$ cat config.mk
export PLATFORM = sky130hd
export DESIGN_NAME = irq_wake_ctl
export DESIGN_NICKNAME = d
export VERILOG_FILES = /design/src/rtl/irq_wake_pkg.sv /design/src/rtl/irq_wake_ctrl_regs.sv /design/src/rtl/irq_wake_pending.sv /design/src/rtl/irq_wake_outputs.sv /design/src/rtl/irq_wake_ctl.sv
export SDC_FILE = /design/constraint.sdc
export NUM_CORES = 1
export LEC_CHECK = 0
export ABC_CLOCK_PERIOD_IN_PS = 1200
export BUFFER_PORTS_ARGS = -buffer_cell sky130_fd_sc_hd__buf_2
export CAP_MARGIN = 10
export CORE_UTILIZATION = 38
export DETAILED_ROUTE_END_ITERATION = 8
export GPL_TIMING_DRIVEN = 0
export HOLD_SLACK_MARGIN = 0.1
export PLACE_DENSITY = 0.77
export SYNTH_ARGS = -nofsm -noshare
export SYNTH_HDL_FRONTEND = slang
export SYNTH_SLANG_ARGS = --single-unit
export TNS_END_PERCENT = 50
$ cat constraint.sdc
create_clock -name clk -period 1.2 [get_ports clk]
set_clock_uncertainty 0.05 [all_clocks]
set_input_delay 0.24 -clock clk [delete_from_list [all_inputs] [get_ports clk]]
set_output_delay 0.24 -clock clk [all_outputs]
set_load 0.005 [all_outputs]
$ cat src/rtl/irq_wake_pkg.sv
package irq_wake_pkg;
  localparam int REG_W       = 16;
  localparam int NSRC        = 3;   // 0 power mgmt, 1 audio port, 2 gpio
  localparam int BIT_SRST    = 2;
  localparam int BIT_FRM_EN  = 3;
  localparam int BIT_WEN_LO  = 4;
  localparam int BIT_WEN_RES = BIT_WEN_LO + NSRC;
  localparam int BIT_IEN_LO  = 8;
  localparam int BIT_PEND_LO = 12;
  typedef enum logic [1:0] {SRC_PM = 2'd0, SRC_AUD = 2'd1, SRC_GPIO = 2'd2} src_e;
endpackage

$ cat src/rtl/irq_wake_ctrl_regs.sv
module irq_wake_ctrl_regs
  import irq_wake_pkg::*;
#(
  parameter int N = NSRC
) (
  input  logic         clk,
  input  logic         rst,
  input  logic         wr_stb,
  input  logic         srst_d,
  input  logic         frm_en_d,
  input  logic         res_wen_d,
  input  logic [N-1:0] wen_d,
  input  logic [N-1:0] ien_d,
  output logic         srst_q,
  output logic         frm_en_q,
  output logic         res_wen_q,
  output logic [N-1:0] wen_q,
  output logic [N-1:0] ien_q
);
  always_ff @(posedge clk) begin
    if (rst) begin
      srst_q    <= 1'b0;
      frm_en_q  <= 1'b0;
      res_wen_q <= 1'b0;
      wen_q     <= '0;
      ien_q     <= '0;
    end else if (wr_stb) begin
      srst_q    <= srst_d;
      frm_en_q  <= frm_en_d;
      res_wen_q <= res_wen_d;
      wen_q     <= wen_d;
      ien_q     <= ien_d;
    end
  end

  // the soft-reset bit holds its value between writes
  p_srst_hold_r2: assert property (@(posedge clk) disable iff (rst)
    !wr_stb |=> $stable(srst_q));
  // the controls are clear after reset
  p_ctrl_reset_r1: assert property (@(posedge clk)
    rst |=> (srst_q == 1'b0 && ien_q == '0 && wen_q == '0));
endmodule

$ cat src/rtl/irq_wake_pending.sv
module irq_wake_pending
  import irq_wake_pkg::*;
#(
  parameter int N = NSRC
) (
  input  logic         clk,
  input  logic         rst,
  input  logic [N-1:0] evt,
  input  logic [N-1:0] ien,
  input  logic [N-1:0] clr,
  output logic [N-1:0] pend_q,
  output logic [N-1:0] pend_nxt
);
  for (genvar i = 0; i < N; i++) begin : g_src
    logic set_i;
    assign set_i       = evt[i] & ien[i];
    assign pend_nxt[i] = set_i | (pend_q[i] & ~clr[i]);

    always_ff @(posedge clk) begin
      if (rst) pend_q[i] <= 1'b0;
      else     pend_q[i] <= pend_nxt[i];
    end

    // a set request beats a clear in the same cycle
    p_set_wins_r7: assert property (@(posedge clk) disable iff (rst)
      (evt[i] && ien[i]) |=> pend_q[i]);
    // a write-1 clear with no set request drops the flag
    p_w1c_r6: assert property (@(posedge clk) disable iff (rst)
      (clr[i] && !evt[i]) |=> !pend_q[i]);
    // a disabled source never sets its flag
    p_gated_r5: assert property (@(posedge clk) disable iff (rst)
      (!ien[i] && !pend_q[i]) |=> !pend_q[i]);
  end
endmodule

$ cat src/rtl/irq_wake_outputs.sv
module irq_wake_outputs
  import irq_wake_pkg::*;
#(
  parameter int N = NSRC
) (
  input  logic         clk,
  input  logic         rst,
  input  logic [N-1:0] pend_nxt,
  input  logic         core_powered,
  input  logic         srst_q,
  input  logic         frm_en_q,
  input  logic         frame_tick,
  input  logic [N-1:0] evt,
  input  logic [N-1:0] wen_q,
  input  logic         res_wen_q,
  input  logic         resume_evt,
  output logic         io_irq,
  output logic         frame_irq,
  output logic         wake_req,
  output logic         core_rst
);
  logic wake_hit;
  assign wake_hit = (|(evt & wen_q)) | (resume_evt & res_wen_q);

  always_ff @(posedge clk) begin
    if (rst) begin
      io_irq    <= 1'b0;
      frame_irq <= 1'b0;
      wake_req  <= 1'b0;
      core_rst  <= 1'b0;
    end else begin
      io_irq    <= |pend_nxt;
      frame_irq <= frame_tick & frm_en_q;
      wake_req  <= wake_hit & ~core_powered;
      core_rst  <= srst_q & core_powered;
    end
  end

  // no soft reset reaches an unpowered core
  p_rst_unpowered_r3: assert property (@(posedge clk) disable iff (rst)
    !core_powered |=> !core_rst);
  // a powered core is never asked to wake
  p_wake_powered_r9: assert property (@(posedge clk) disable iff (rst)
    core_powered |=> !wake_req);
  // frame interrupt only with its enable set
  p_frame_gate_r4: assert property (@(posedge clk) disable iff (rst)
    !frm_en_q |=> !frame_irq);
endmodule

$ cat src/rtl/irq_wake_ctl.sv
module irq_wake_ctl
  import irq_wake_pkg::*;
(
  input  logic             clk,
  input  logic             rst,
  input  logic             sel,
  input  logic             wr_en,
  input  logic [REG_W-1:0] wdata,
  output logic [REG_W-1:0] rdata,
  input  logic             core_powered,
  input  logic             pm_evt,
  input  logic             aud_evt,
  input  logic             gpio_evt,
  input  logic             resume_evt,
  input  logic             frame_tick,
  output logic             io_irq,
  output logic             frame_irq,
  output logic             wake_req,
  output logic             core_rst
);
  logic            wr_stb;
  logic            srst_q, frm_en_q, res_wen_q;
  logic [NSRC-1:0] wen_q, ien_q, pend_q, pend_nxt, evt, clr;
  logic [REG_W-1:0] rd_word;
  logic            unused_rsvd;

  assign wr_stb      = sel & wr_en;
  assign evt         = {gpio_evt, aud_evt, pm_evt};
  assign clr         = {NSRC{wr_stb}} & wdata[BIT_PEND_LO +: NSRC];
  assign unused_rsvd = ^{wdata[1:0], wdata[11], wdata[15]};

  irq_wake_ctrl_regs #(.N(NSRC)) ctrl_i (
    .clk(clk), .rst(rst), .wr_stb(wr_stb),
    .srst_d(wdata[BIT_SRST]), .frm_en_d(wdata[BIT_FRM_EN]),
    .res_wen_d(wdata[BIT_WEN_RES]),
    .wen_d(wdata[BIT_WEN_LO +: NSRC]), .ien_d(wdata[BIT_IEN_LO +: NSRC]),
    .srst_q(srst_q), .frm_en_q(frm_en_q), .res_wen_q(res_wen_q),
    .wen_q(wen_q), .ien_q(ien_q)
  );

  irq_wake_pending #(.N(NSRC)) pend_i (
    .clk(clk), .rst(rst), .evt(evt), .ien(ien_q), .clr(clr),
    .pend_q(pend_q), .pend_nxt(pend_nxt)
  );

  irq_wake_outputs #(.N(NSRC)) outs_i (
    .clk(clk), .rst(rst), .pend_nxt(pend_nxt), .core_powered(core_powered),
    .srst_q(srst_q), .frm_en_q(frm_en_q), .frame_tick(frame_tick),
    .evt(evt), .wen_q(wen_q), .res_wen_q(res_wen_q), .resume_evt(resume_evt),
    .io_irq(io_irq), .frame_irq(frame_irq), .wake_req(wake_req),
    .core_rst(core_rst)
  );

  always_comb begin
    rd_word                          = '0;
    rd_word[BIT_SRST]                = srst_q;
    rd_word[BIT_FRM_EN]              = frm_en_q;
    rd_word[BIT_WEN_LO +: NSRC]      = wen_q;
    rd_word[BIT_WEN_RES]             = res_wen_q;
    rd_word[BIT_IEN_LO +: NSRC]      = ien_q;
    rd_word[BIT_PEND_LO +: NSRC]     = pend_q;
  end

  always_ff @(posedge clk) begin
    if (rst) rdata <= '0;
    else     rdata <= rd_word;
  end

  // shared line tracks the pending flags
  p_irq_or_r8: assert property (@(posedge clk) disable iff (rst)
    io_irq == (|pend_q));
  // reserved positions read zero
  p_rsvd_zero_r10: assert property (@(posedge clk) disable iff (rst)
    (rdata[15] == 1'b0 && rdata[11] == 1'b0 && rdata[1:0] == 2'b00));
  // read data trails the register by one edge
  p_rd_lag_r11: assert property (@(posedge clk) disable iff (rst)
    !rst |=> rdata[BIT_PEND_LO +: NSRC] == $past(pend_q));
endmodule

# Word-level counts from Yosys, hierarchy flattened
# Index checks and enable logic that the tools add are counted.
# word_totals
elab_cells,37
regBits,32
out_inout_bits,20
in_bits,26
# classes
bitwise_logic,21
n_reduce_logical,2
# op_table
operator,n
$and 1x1->1,11
$and 3x3->3,2
$reduce_or 3->1,2
$not 1->1,4
$or 1x1->1,4

# Depth between registers and ports, before layout
# depth
depth_word,6
mapped_depth,4
depth_no_buf,3

# Hierarchy
# From an unflattened synthesis, not the netlist that was laid out.
# hier_totals
cells_unflattened,91
area_unflattened_um2,1014.7
# by_module_without_submodules
mod,area_each_um2,seq_area_each_um2,cells_each,n_inst
irq_wake_ctl,425.4,240.2,34,1
irq_wake_ctrl_regs,319.1,180.2,29,1
irq_wake_pending,138.9,60.1,15,1
irq_wake_outputs,131.4,80.1,13,1

# Worst setup path before layout
# Ideal clock, no wire load.
# synth_path
path_type,register -> register
from,register ctrl_i.ien_q[2]
to,register outs_i.io_irq
required_time_ns,1.023
slack_ns,0.021
n_path_buf,0
path_stages_with_launch,4
arrival_ns,1.003
synth_period_minus_slack_ns,1.179
setup_ns,0.127
cell_sequence,dfxtp_1 and2b_4 a22o_1 or3_1
# synth_between
elab_chain_cells,3
# synth_lines
element,line,source
from (decl),irq_wake_ctrl_regs.sv:18,output logic [N-1:0] ien_q
from (signal assigned),irq_wake_ctrl_regs.sv:32,ien_q <= ien_d;
$and 1x1->1,irq_wake_pending.sv:16,assign set_i = evt[i] & ien[i];
$or 1x1->1,irq_wake_pending.sv:17,assign pend_nxt[i] = set_i | (pend_q[i] & ~clr[i]);
$reduce_or 3->1,irq_wake_outputs.sv:32,io_irq <= |pend_nxt;
to (signal assigned),irq_wake_outputs.sv:32,
to (decl),irq_wake_outputs.sv:17,"output logic io_irq,"
# No other way between the ends.
# A chain may end at the register's enable or synchronous reset.

# Worst setup path after layout
# layout_path
from,register ctrl_i.ien_q[0]
to,register outs_i.io_irq
# Same word-level chain as after synthesis.

==> out/results.txt <==
final core utilization: 0.598
Max Slew Vio Count: 0
Clock Pin Slew Worst Setup and Hold Paths: 0.14 ns
CP Cell Sequence: nor2b_4 -> a22o_1 -> or3_1
Hold EP: rdata[14]
failing checks: negative setup slack
hold path startpoint: rst
Worst Path Arrival: 1.40 ns
Final Cycle Share: 1.03
Routability Congestion: 0.743
Warnings, synthesis: 0
Reg2Reg Launch Point: ctrl_i.ien_q[0]
total negative slack: -0.0366 ns
Avg WL per Cell: 10.7 um
sequential area share after synthesis: 0.622
Power Total: 1.75 mW
initial antenna violation count: 0
Starting Density: 0.403
pin count of the biggest net entering global routing: 17
synthesis-stage register bit count: 28
final wirelength: 1880 um
Reg2Reg Depth: 3
1st-iter DRT viols: 8
final setup margin: -0.0366 ns
Die ar.: 2570 um^2
hold_ws: 0.188 ns
Clock Sink Count: 28
Die Y-Extent: 50.7 um
top post-synthesis cells by area: dfxtp_1 62%, nand2_1 7.9%, nor2b_1 6.3%
vias per std cell: 4.43
Crit-path slowest cell: or3_1
Crit. End Element: flip-flop
Area growth syn-to-layout: 48.3%
number of H-tree levels: 1
Pleak: 0.636 nW
fillers: 201
worst min path class: primary input to flip-flop
Hold Fails Final Rpt: 0
Yosys cell types: 14
Power Density: 1310 nW/um^2
Buffers on Ports: 37
post-detailed-route DRC marker count: 0
GRT Resource Usage Total: 0.163
CTS buffer count: 3
drt first pass iters: 4
critical path type: flip-flop to flip-flop
FP Rows: 17
Yosys top cell area share: 0.622
Reg2Reg Setup Slack: -0.04 ns
CTS tree: yes
Mapped Cells: 89
FF-to-FF End: outs_i.io_irq
max frequency: 809 MHz
most frequent cells in the layout: 37 x buf_2, 25 x dfxtp_1, 19 x nand2_1
final setup violating endpoints: 1
largest area contributor in the netlist: dfxtp_1
CORE AREA: 2230 um^2
maximum clock insertion buffer count: 2
CP required: 1.36 ns
die span in x: 50.7 um
Layout Nets: 175
first-pass GRT wire length: 2900 um
DR vias: 780
share of cells above drive strength 1: 0.385
Clock Tree Root: clkbuf_4
ANT nets after route: 0
post-route minimum period: 1.24 ns
WHS Path Cells: 2
RSZ-0062 raised after global routing: yes
MaxCap Viol Count: 0
diode count: 0
Post-Syn Area: 901 um^2
GRT overflow: 0
status: complete, but fails checks
Critical Path Fanout Max: 2
most common cell after layout, fill and taps aside: buf_2
clk_lat worst skew: 0.33 ns
Max IR drop VDD: 0.818 mV
synthesized area per cell: 10.1 um^2
vias in the first global route: 669
Critical Path Start Type: flip-flop
CP max stage delay: 0.39 ns
I/O pins: 46
==> worst max-delay path by stage <==
stage                                from            end  slack, ns  depth (start not counted)
after global routing      ctrl_i.ien_q[1]  outs_i.io_irq      -0.07                          3
after detailed placement              rst  outs_i.io_irq      -0.10                          4
after global placement                rst  outs_i.io_irq       -0.1                          5
after floorplan           ctrl_i.ien_q[2]  outs_i.io_irq       0.02                          3
after CTS                 ctrl_i.ien_q[1]  outs_i.io_irq      -0.02                          3
final                     ctrl_i.ien_q[0]  outs_i.io_irq      -0.04                          3
==> worst max-delay path, delay by kind of cell (launching register included) <==
kind	cells	cell delay [ns]
AO/OA/AOI/OAI	1	0.21
flip-flops	1	0.35
AND/OR/NAND/NOR	2	0.51
==> final cells by class <==
cell class                      instances  area [um^2]  share of cell area
Clock buffer                            3         22.5              0.0169
Clock inverter                          1         30.0              0.0225
Timing Repair Buffer                   52          325               0.243
Tap cell                               28         35.0              0.0262
Multi-Input combinational cell         57          314               0.235
Sequential cell                        28          564               0.422
Buffer                                  7         45.0              0.0337
==> flip-flops by register name, indices dropped and copies added (netlist names) <==
| name | count |
|---|---|
| outs_i.core_rst | 1 |
| outs_i.io_irq | 1 |
| ctrl_i.wen_q | 3 |
| rdata | 12 |
| ctrl_i.res_wen_q | 1 |
| ctrl_i.ien_q | 3 |
| ctrl_i.srst_q | 1 |
| ctrl_i.frm_en_q | 1 |
| pend_i.pend_q | 3 |
| outs_i.wake_req | 1 |
| outs_i.frame_irq | 1 |
==> through the flow <==
step / cells / setup slack [ns] / instance area (um^2)
2_1_floorplan: 92 / 0.0205 / 912
3_3_place_gp: 157 / -0.0952 / 1130
3_5_place_dp: 157 / -0.103 / 1130
4_1_cts: 176 / -0.0181 / 1340
5_1_grt: 176 / -0.0654 / 1340
6_report: 176 / -0.0366 / 1340
==> what timing repair did <==
action / in CTS / in global routing
gates resized for setup: 5 / 0
hold buffers: 11 / 0
pin swaps: 4 / 0
buffers inserted: 4 / 0
gates cloned: 0 / 0
setup endpoints to repair: 1 / 1
endpoints found under the hold margin: 12 / 0
==> synthesized netlist by cell type <==
cell type	instances
dfxtp_1	28
nand2_1	19
a21oi_1	9
nor2b_1	9
buf_4	5
a22o_1	4
and2_1	3
and2b_4	3
nand3_1	3
clkbuf_1	2
a221oi_1	1
conb_1	1
nor3_1	1
or3_1	1
==> power breakdown <==
group | internal (mW) | switching [mW] | total, mW
clock | 0.338 | 0.264 | 0.602
sequential | 0.963 | 0.0114 | 0.974
combinational | 0.102 | 0.0721 | 0.174
==> metal layers <==
layer  GRT usage  part of all wire
met2       0.262              0.46
met3      0.0364             0.078
met5           0                 0
met1       0.185              0.43
met4       0.125             0.034
==> cell families after synthesis <==
kind of cell,after synthesis,synth area share
AND/OR/NAND/NOR,39,0.225
flip-flops,28,0.622
buffers and inverters,7,0.0500
other,1,0.00416
AO/OA/AOI/OAI,14,0.0986
(Power assumes the default switching activity.)
